==> config.mk <==
export PLATFORM = sky130hd
export DESIGN_NAME = sys_ctl_port
export DESIGN_NICKNAME = d
export VERILOG_FILES = /design/src/rtl/xctl_pkg.sv /design/src/rtl/xctl_regfile.sv /design/src/rtl/xctl_rst_pulse.sv /design/src/rtl/xctl_rtc_guard.sv /design/src/rtl/sys_ctl_port.sv
export SDC_FILE = /design/constraint.sdc
export NUM_CORES = 1
export LEC_CHECK = 0
export BUFFER_PORTS_ARGS = -buffer_cell sky130_fd_sc_hd__clkbuf_2
export CAP_MARGIN = 20
export CORE_MARGIN = 3
export CORE_UTILIZATION = 45
export DETAILED_ROUTE_END_ITERATION = 12
export PLACE_DENSITY = 0.78
export SLEW_MARGIN = 0
export SYNTH_ARGS = -nofsm -noshare
export SYNTH_HDL_FRONTEND = slang
export SYNTH_HIERARCHICAL = 1
export SYNTH_SLANG_ARGS = --single-unit
==> constraint.sdc <==
create_clock -name clk -period 3.51 [get_ports clk]
set_clock_uncertainty 0.15 [all_clocks]
set_input_delay 0.702 -clock clk [delete_from_list [all_inputs] [get_ports clk]]
set_output_delay 0.702 -clock clk [all_outputs]
set_load 0.005 [all_outputs]
==> src/rtl/xctl_pkg.sv <==
package xctl_pkg;
  localparam int CTL_W    = 8;
  localparam int B_LED_HI = 7;
  localparam int B_LED_LO = 6;
  localparam int B_LOCK   = 3;
  localparam int B_A20    = 1;
  localparam int B_RST    = 0;

  localparam logic [CTL_W-1:0] KEEP_MASK = 8'b1100_1011;
  localparam logic [CTL_W-1:0] ONES_MASK = 8'b0010_0100;

  function automatic logic [CTL_W-1:0] ctl_view(input logic [CTL_W-1:0] stored);
    return (stored & KEEP_MASK) | ONES_MASK;
  endfunction

  function automatic logic idx_in_slice(input logic [6:0] idx,
                                        input logic [6:0] lo,
                                        input logic [6:0] hi);
    return (idx >= lo) && (idx <= hi);
  endfunction
endpackage

==> src/rtl/xctl_regfile.sv <==
module xctl_regfile
  import xctl_pkg::*;
(
  input  logic             clk,
  input  logic             rst_n,
  input  logic             wr_hit,
  input  logic [CTL_W-1:0] wdata,
  output logic [CTL_W-1:0] stored,
  output logic             fire_evt
);
  logic [CTL_W-1:0] stored_q;

  assign fire_evt = wr_hit && wdata[B_RST] && !stored_q[B_RST];

  always_ff @(posedge clk) begin
    if (!rst_n) begin
      stored_q <= '0;
    end else if (wr_hit) begin
      stored_q <= wdata & KEEP_MASK;
    end
  end

  assign stored = stored_q;
endmodule

==> src/rtl/xctl_rst_pulse.sv <==
module xctl_rst_pulse #(
  parameter int PULSE_CYC = 4
) (
  input  logic clk,
  input  logic rst_n,
  input  logic fire,
  output logic pulse_n
);
  localparam int CNT_W = $clog2(PULSE_CYC + 1);

  logic [CNT_W-1:0] cnt_q;
  logic             pulse_n_q;

  always_ff @(posedge clk) begin
    if (!rst_n) begin
      cnt_q     <= '0;
      pulse_n_q <= 1'b1;
    end else if (fire) begin
      cnt_q     <= CNT_W'(PULSE_CYC);
      pulse_n_q <= 1'b0;
    end else if (cnt_q != '0) begin
      cnt_q <= cnt_q - CNT_W'(1);
      if (cnt_q == CNT_W'(1)) begin
        pulse_n_q <= 1'b1;
      end
    end
  end

  assign pulse_n = pulse_n_q;
endmodule

==> src/rtl/xctl_rtc_guard.sv <==
module xctl_rtc_guard
  import xctl_pkg::*;
#(
  parameter logic [6:0] LOCK_LO = 7'h36,
  parameter logic [6:0] LOCK_HI = 7'h3F
) (
  input  logic       clk,
  input  logic       rst_n,
  input  logic       idx_wr,
  input  logic [6:0] idx_wdata,
  input  logic       lock_en,
  input  logic       rd_in,
  input  logic       wr_in,
  output logic       rd_out,
  output logic       wr_out,
  output logic       blocked
);
  logic [6:0] idx_q;

  always_ff @(posedge clk) begin
    if (!rst_n) begin
      idx_q <= '0;
    end else if (idx_wr) begin
      idx_q <= idx_wdata;
    end
  end

  assign blocked = lock_en && idx_in_slice(idx_q, LOCK_LO, LOCK_HI);
  assign rd_out  = rd_in && !blocked;
  assign wr_out  = wr_in && !blocked;
endmodule

==> src/rtl/sys_ctl_port.sv <==
module sys_ctl_port
  import xctl_pkg::*;
#(
  parameter int          ADDR_W    = 16,
  parameter logic [15:0] CTL_ADDR  = 16'h0092,
  parameter logic [15:0] IDX_ADDR  = 16'h0070,
  parameter logic [6:0]  LOCK_LO   = 7'h36,
  parameter logic [6:0]  LOCK_HI   = 7'h3F,
  parameter int          PULSE_CYC = 4
) (
  input  logic              clk,
  input  logic              rst_n,
  input  logic [ADDR_W-1:0] io_addr,
  input  logic              io_rd,
  input  logic              io_wr,
  input  logic [7:0]        io_wdata,
  output logic [7:0]        io_rdata,
  input  logic              port_en,
  input  logic              rtc_rd_in,
  input  logic              rtc_wr_in,
  output logic              rtc_rd_out,
  output logic              rtc_wr_out,
  output logic              disk_led,
  output logic              gate_a20,
  output logic              cpu_rst_n
);
  logic             ctl_sel;
  logic             wr_hit;
  logic             rd_hit;
  logic             idx_wr;
  logic             fire_evt;
  logic             rtc_blocked;
  logic [CTL_W-1:0] stored;

  assign ctl_sel = (io_addr == ADDR_W'(CTL_ADDR)) && port_en;
  assign wr_hit  = ctl_sel && io_wr;
  assign rd_hit  = ctl_sel && io_rd;
  assign idx_wr  = (io_addr == ADDR_W'(IDX_ADDR)) && io_wr;

  xctl_regfile u_reg (
    .clk      (clk),
    .rst_n    (rst_n),
    .wr_hit   (wr_hit),
    .wdata    (io_wdata),
    .stored   (stored),
    .fire_evt (fire_evt)
  );

  xctl_rst_pulse #(.PULSE_CYC(PULSE_CYC)) u_pulse (
    .clk     (clk),
    .rst_n   (rst_n),
    .fire    (fire_evt),
    .pulse_n (cpu_rst_n)
  );

  xctl_rtc_guard #(.LOCK_LO(LOCK_LO), .LOCK_HI(LOCK_HI)) u_guard (
    .clk       (clk),
    .rst_n     (rst_n),
    .idx_wr    (idx_wr),
    .idx_wdata (io_wdata[6:0]),
    .lock_en   (stored[B_LOCK]),
    .rd_in     (rtc_rd_in),
    .wr_in     (rtc_wr_in),
    .rd_out    (rtc_rd_out),
    .wr_out    (rtc_wr_out),
    .blocked   (rtc_blocked)
  );

  assign disk_led = stored[B_LED_HI] || stored[B_LED_LO];
  assign gate_a20 = stored[B_A20];
  assign io_rdata = rd_hit ? ctl_view(stored) : '0;
endmodule

Word level (Yosys, flattened, before mapping)
Cells that the tools add are included.

Input bits: 31. Flip-flop bits (word level): 16. Output and inout bits: 13. Word-level logic and storage cells: 36.

Reductions and logical operators: 18. Bitwise gates (word level): 1. Magnitude comparators: 2. Multiplexer cells: 6. Equality and inequality tests: 3. Add/subtract/negate cells: 1.

Operators with widths (count): 16-bit by 7-bit equality test with 1-bit output (second input constant) (1); 16-bit by 8-bit equality test with 1-bit output (second input constant) (1); 1-bit logical AND (10); 8-bit 2-to-1 mux (1); 7-bit by 6-bit >= comparator with 1-bit output (second input constant) (1); 7-bit by 6-bit less-or-equal comparator with 1-bit output (second input constant) (1); 3-bit 2-to-1 mux (2); 2-bit nonzero test (2); 3-bit by 1-bit equality test with 1-bit output (second input constant) (1); 1-bit 2-to-1 mux (3); 3-bit nonzero test (1); 3-bit by 1-bit subtractor with 3-bit output (second input constant) (1); 1-bit zero test (2); 2-bit AND reduction (1); 2-bit OR reduction (1); 1-bit logical OR (1); 1-bit inverter (1).

Longest topological paths before layout
Depth in word-level cells: 7. Gate-level depth with buffers: 7. Mapped depth without buffers: 6.

By module
The synthesis kept the hierarchy.

By module, submodules not included: xctl_rtc_guard (cells an instance 24, seq. area each 120.1 µm², area an instance 270.3 µm², instances 1); xctl_regfile (cells an instance 21, seq. area each 100.1 µm², area an instance 229.0 µm², instances 1); xctl_rst_pulse (cells an instance 22, seq. area each 80.1 µm², area an instance 211.5 µm², instances 1); sys_ctl_port (cells an instance 27, seq. area each 0.0 µm², area an instance 193.9 µm², instances 1).

Worst setup path before layout
OpenSTA, ideal clock, no wires.

Path type: input to output. Start point: input io_addr[5]. End point: output io_rdata[2]. Buffers on the path: 1. Stages: 4. Required time: 2.658 ns. Setup slack: 1.114 ns. Arrival: 1.544 ns. Cell sequence: nor4bb_1 nand4_1 nor2_1 buf_4.

Cells in the longest elaborated chain, start to end: 4.

RTL lines: start, declared (RTL line sys_ctl_port.sv:13) `input logic [ADDR_W-1:0] io_addr,`; 16-bit by 8-bit equality test with 1-bit output (RTL line sys_ctl_port.sv:35) `assign ctl_sel = (io_addr == ADDR_W'(CTL_ADDR)) && port_en;`; 1-bit logical AND (RTL line sys_ctl_port.sv:35); 1-bit logical AND (RTL line sys_ctl_port.sv:37) `assign rd_hit = ctl_sel && io_rd;`; named net rd_hit (RTL line sys_ctl_port.sv:29) `logic rd_hit;`; 8-bit 2-to-1 mux (RTL line sys_ctl_port.sv:71) `assign io_rdata = rd_hit ? ctl_view(stored) : '0;`; end, declared (RTL line sys_ctl_port.sv:17) `output logic [7:0] io_rdata,`.

The timed path passes the listed nets, and every way through them passes these cells.

Final worst setup path
Start point: input io_addr[7]. End point: output io_rdata[2].

Cells in the longest elaborated chain, start to end: 4.

RTL lines (RTL line): 16-bit by 8-bit equality test with 1-bit output (sys_ctl_port.sv:35); 1-bit logical AND (sys_ctl_port.sv:35); 1-bit logical AND (sys_ctl_port.sv:37); 8-bit 2-to-1 mux (sys_ctl_port.sv:71).

No other way between the ends.

==> results.md <==
* Clock Path Buffers at 2
* Syn avg cell area at 9.78 um2
* Largest net degree at the start of global routing at 14
* Clock transition at path regs at 80 ps
* Final wirelength at 1.73 mm
* Reg2Reg Launch Point: u_pulse/cnt_q[0]$_SDFFE_PP0P_
* Mapped cell area at 871 um2
* Placed instance count at 153
* CP Class: primary input to output port
* DR vias at 762
* RSZ-0062 raised after global routing: false
* FMAX at 0.384 GHz
* Design Area, Final at 1110 um2
* CP peak stage delay at 350 ps
* Worst R2R Path Depth at 4
* Core Area at 1780 um2
* Synth Instances at 89
* Max H-tree Level at 1
* CP max stage cell: nor4bb_1
* Max IR drop VDD at 270 uV
* Fin nets at 167
* P_leak at 0.474 nW
* Final min period at 2600 ps
* First-pass GRT wire length at 2.95 mm
* Hold Path Origin: u_guard/idx_q[6]$_SDFFE_PN0P_
* Vias in the first global route at 696
* Starting DRT DRC Count at 3
* Max cap viols at 0
* CP arrival at 1750 ps
* Remaining DRCs at 0
* Setup crit end kind: output port
* Postcts setup bufs at 0
* Pre-antenna DRT Iters at 4
* CP Depth at 5
* Post-DR wirelength/cell at 11.0 um
* Final Max Slew Viols at 0
* Die area at 2500 um2
* CTS tree: built
* Via density per instance at 4.85
* Share of cells above drive strength 1 at 43.2%
* Post-DP HPWL at 1.46 mm
* Die H at 50.0 um
* Switching share of power at 29.5%
* Port Buffer Count at 42
* Initial antenna violation count at 0
* PostCTS Resize Cnt at 0
* WP buf/inv at 2
* Std-Cell Rows at 15
* Setup violators final at 0
* YS warnings at 6
* Worst min path class: flop to flop
* Period Utilization, post-route at 74.2%
* Syn nets at 123
* WP data required at 2660 ps
* Combinational power share at 29.9%
* RD Place Congestion at 0.655
* CP Cell Sequence: clkbuf_2 > nor4bb_1 > nand4_1 > nor2_1 > clkbuf_2
* Initial Util at 48.8%
* Internal power at 0.295 mW
* Cell repeated most along the worst path: clkbuf_2
* CTS Root Cell: clkbuf_4
* Final Hold Viols at 0
* Net Sw Power at 0.124 mW
* CP Launch Type: primary input
* Crit-path leading delay family: simple AND/OR/NAND/NOR gates
* Worst hold path cell count at 2
* Crit-path max FO at 6
* Sequential Power Share at 46.7%
* Layout area overhead at 27.3%
* Fin Setup TNS at 0 ps
* Post-Layout Cell Count at 157
* Num CTS Buffers at 3
* Worst Setup SP: io_addr[7]
* Clk_lat worst skew at 280 ps
* Ports at 44
* Die width at 50.0 um
* Antenna viol nets, final at 0
* Clock network power share at 23.4%
* Diodes inserted at 0
* Status: finished, final reports clean
* Power density over the cells at 378 nW/um2
* Post-CTS Hold Buffers at 0
* Total grt overflow at 0
* Clock Sinks at 15
* Placed instance area at 1080 um2
* All-Layer GR Usage at 15.5%
## power by group through the flow
stage | clock network (mW) | registers (mW) | logic (mW)
detailed placement | 0 | 0.200 | 0.127
global placement | 0 | 0.199 | 0.124
floorplan | 0 | 0.198 | 0.0941
CTS | 0.103 | 0.196 | 0.128
global route | 0.113 | 0.199 | 0.143
finish | 0.0979 | 0.196 | 0.125
## through the flow
step	setup slack, ps	util, %	hold WS (ps)	total power [mW]
floorplan	1110	-	325	0.292
global placement	931	60.7	346	0.323
detailed placement	917	60.7	349	0.327
CTS	914	62.2	374	0.427
global route	757	62.2	417	0.455
finish	907	62.2	372	0.419
## routing by layer
layer / track usage [%] / up-vias / wire length, um
li1: - / 394 / -
met1: 17.6 / 330 / 744
met2: 25.9 / 34 / 792
met3: 3.32 / 4 / 145
met4: 9.68 / 0 / 44
met5: 0 / - / 0
## path summary, 6_finish.rpt
path / to / slack [ps]
max: io_rdata[2] / 910
min reg2reg: u_guard/idx_q[6]$_SDFFE_PN0P_ / 370
min: u_guard/idx_q[6]$_SDFFE_PN0P_ / 370
max reg2reg: u_pulse/cnt_q[2]$_SDFFE_PN0P_ / 2110
## worst reg2reg max path, delay by kind of cell (launching register included)
kind / cells / cell delay (ps)
DFF: 1 / 380
and+or+nand+nor: 1 / 350
adders and majority gates: 1 / 250
AOI/OAI and AO/OA: 1 / 130
buffers and inverters: 1 / 80
## layout by cell type (no fill, tap or decap), types with 2 or more instances in the layout
| master | n |
|---|---|
| clkbuf_2 | 42 |
| dfxtp_1 | 15 |
| mux2i_1 | 11 |
| nor2b_1 | 11 |
| nor2_1 | 9 |
| nand3_1 | 5 |
| inv_1 | 4 |
| nand2_1 | 3 |
| clkbuf_4 | 3 |
| ha_1 | 3 |
| nor4_4 | 2 |
| a21boi_0 | 2 |
| buf_4 | 2 |
| a21oi_1 | 2 |
## sequential cells by signal, summed over array words and instances (netlist names)
name / count
u_pulse/cnt_q: 3
u_pulse/pulse_n: 1
u_reg/stored: 5
u_guard/idx_q: 6
## final cells by class
class	count	area, um2
inverter	4	15.0
timing repair buffer	44	225
tap	25	31.3
fill	164	674
sequential	15	300
clock buffer	4	26.3
multi-input combinational	65	510
Note: power is estimated with default switching activity, not from simulation.
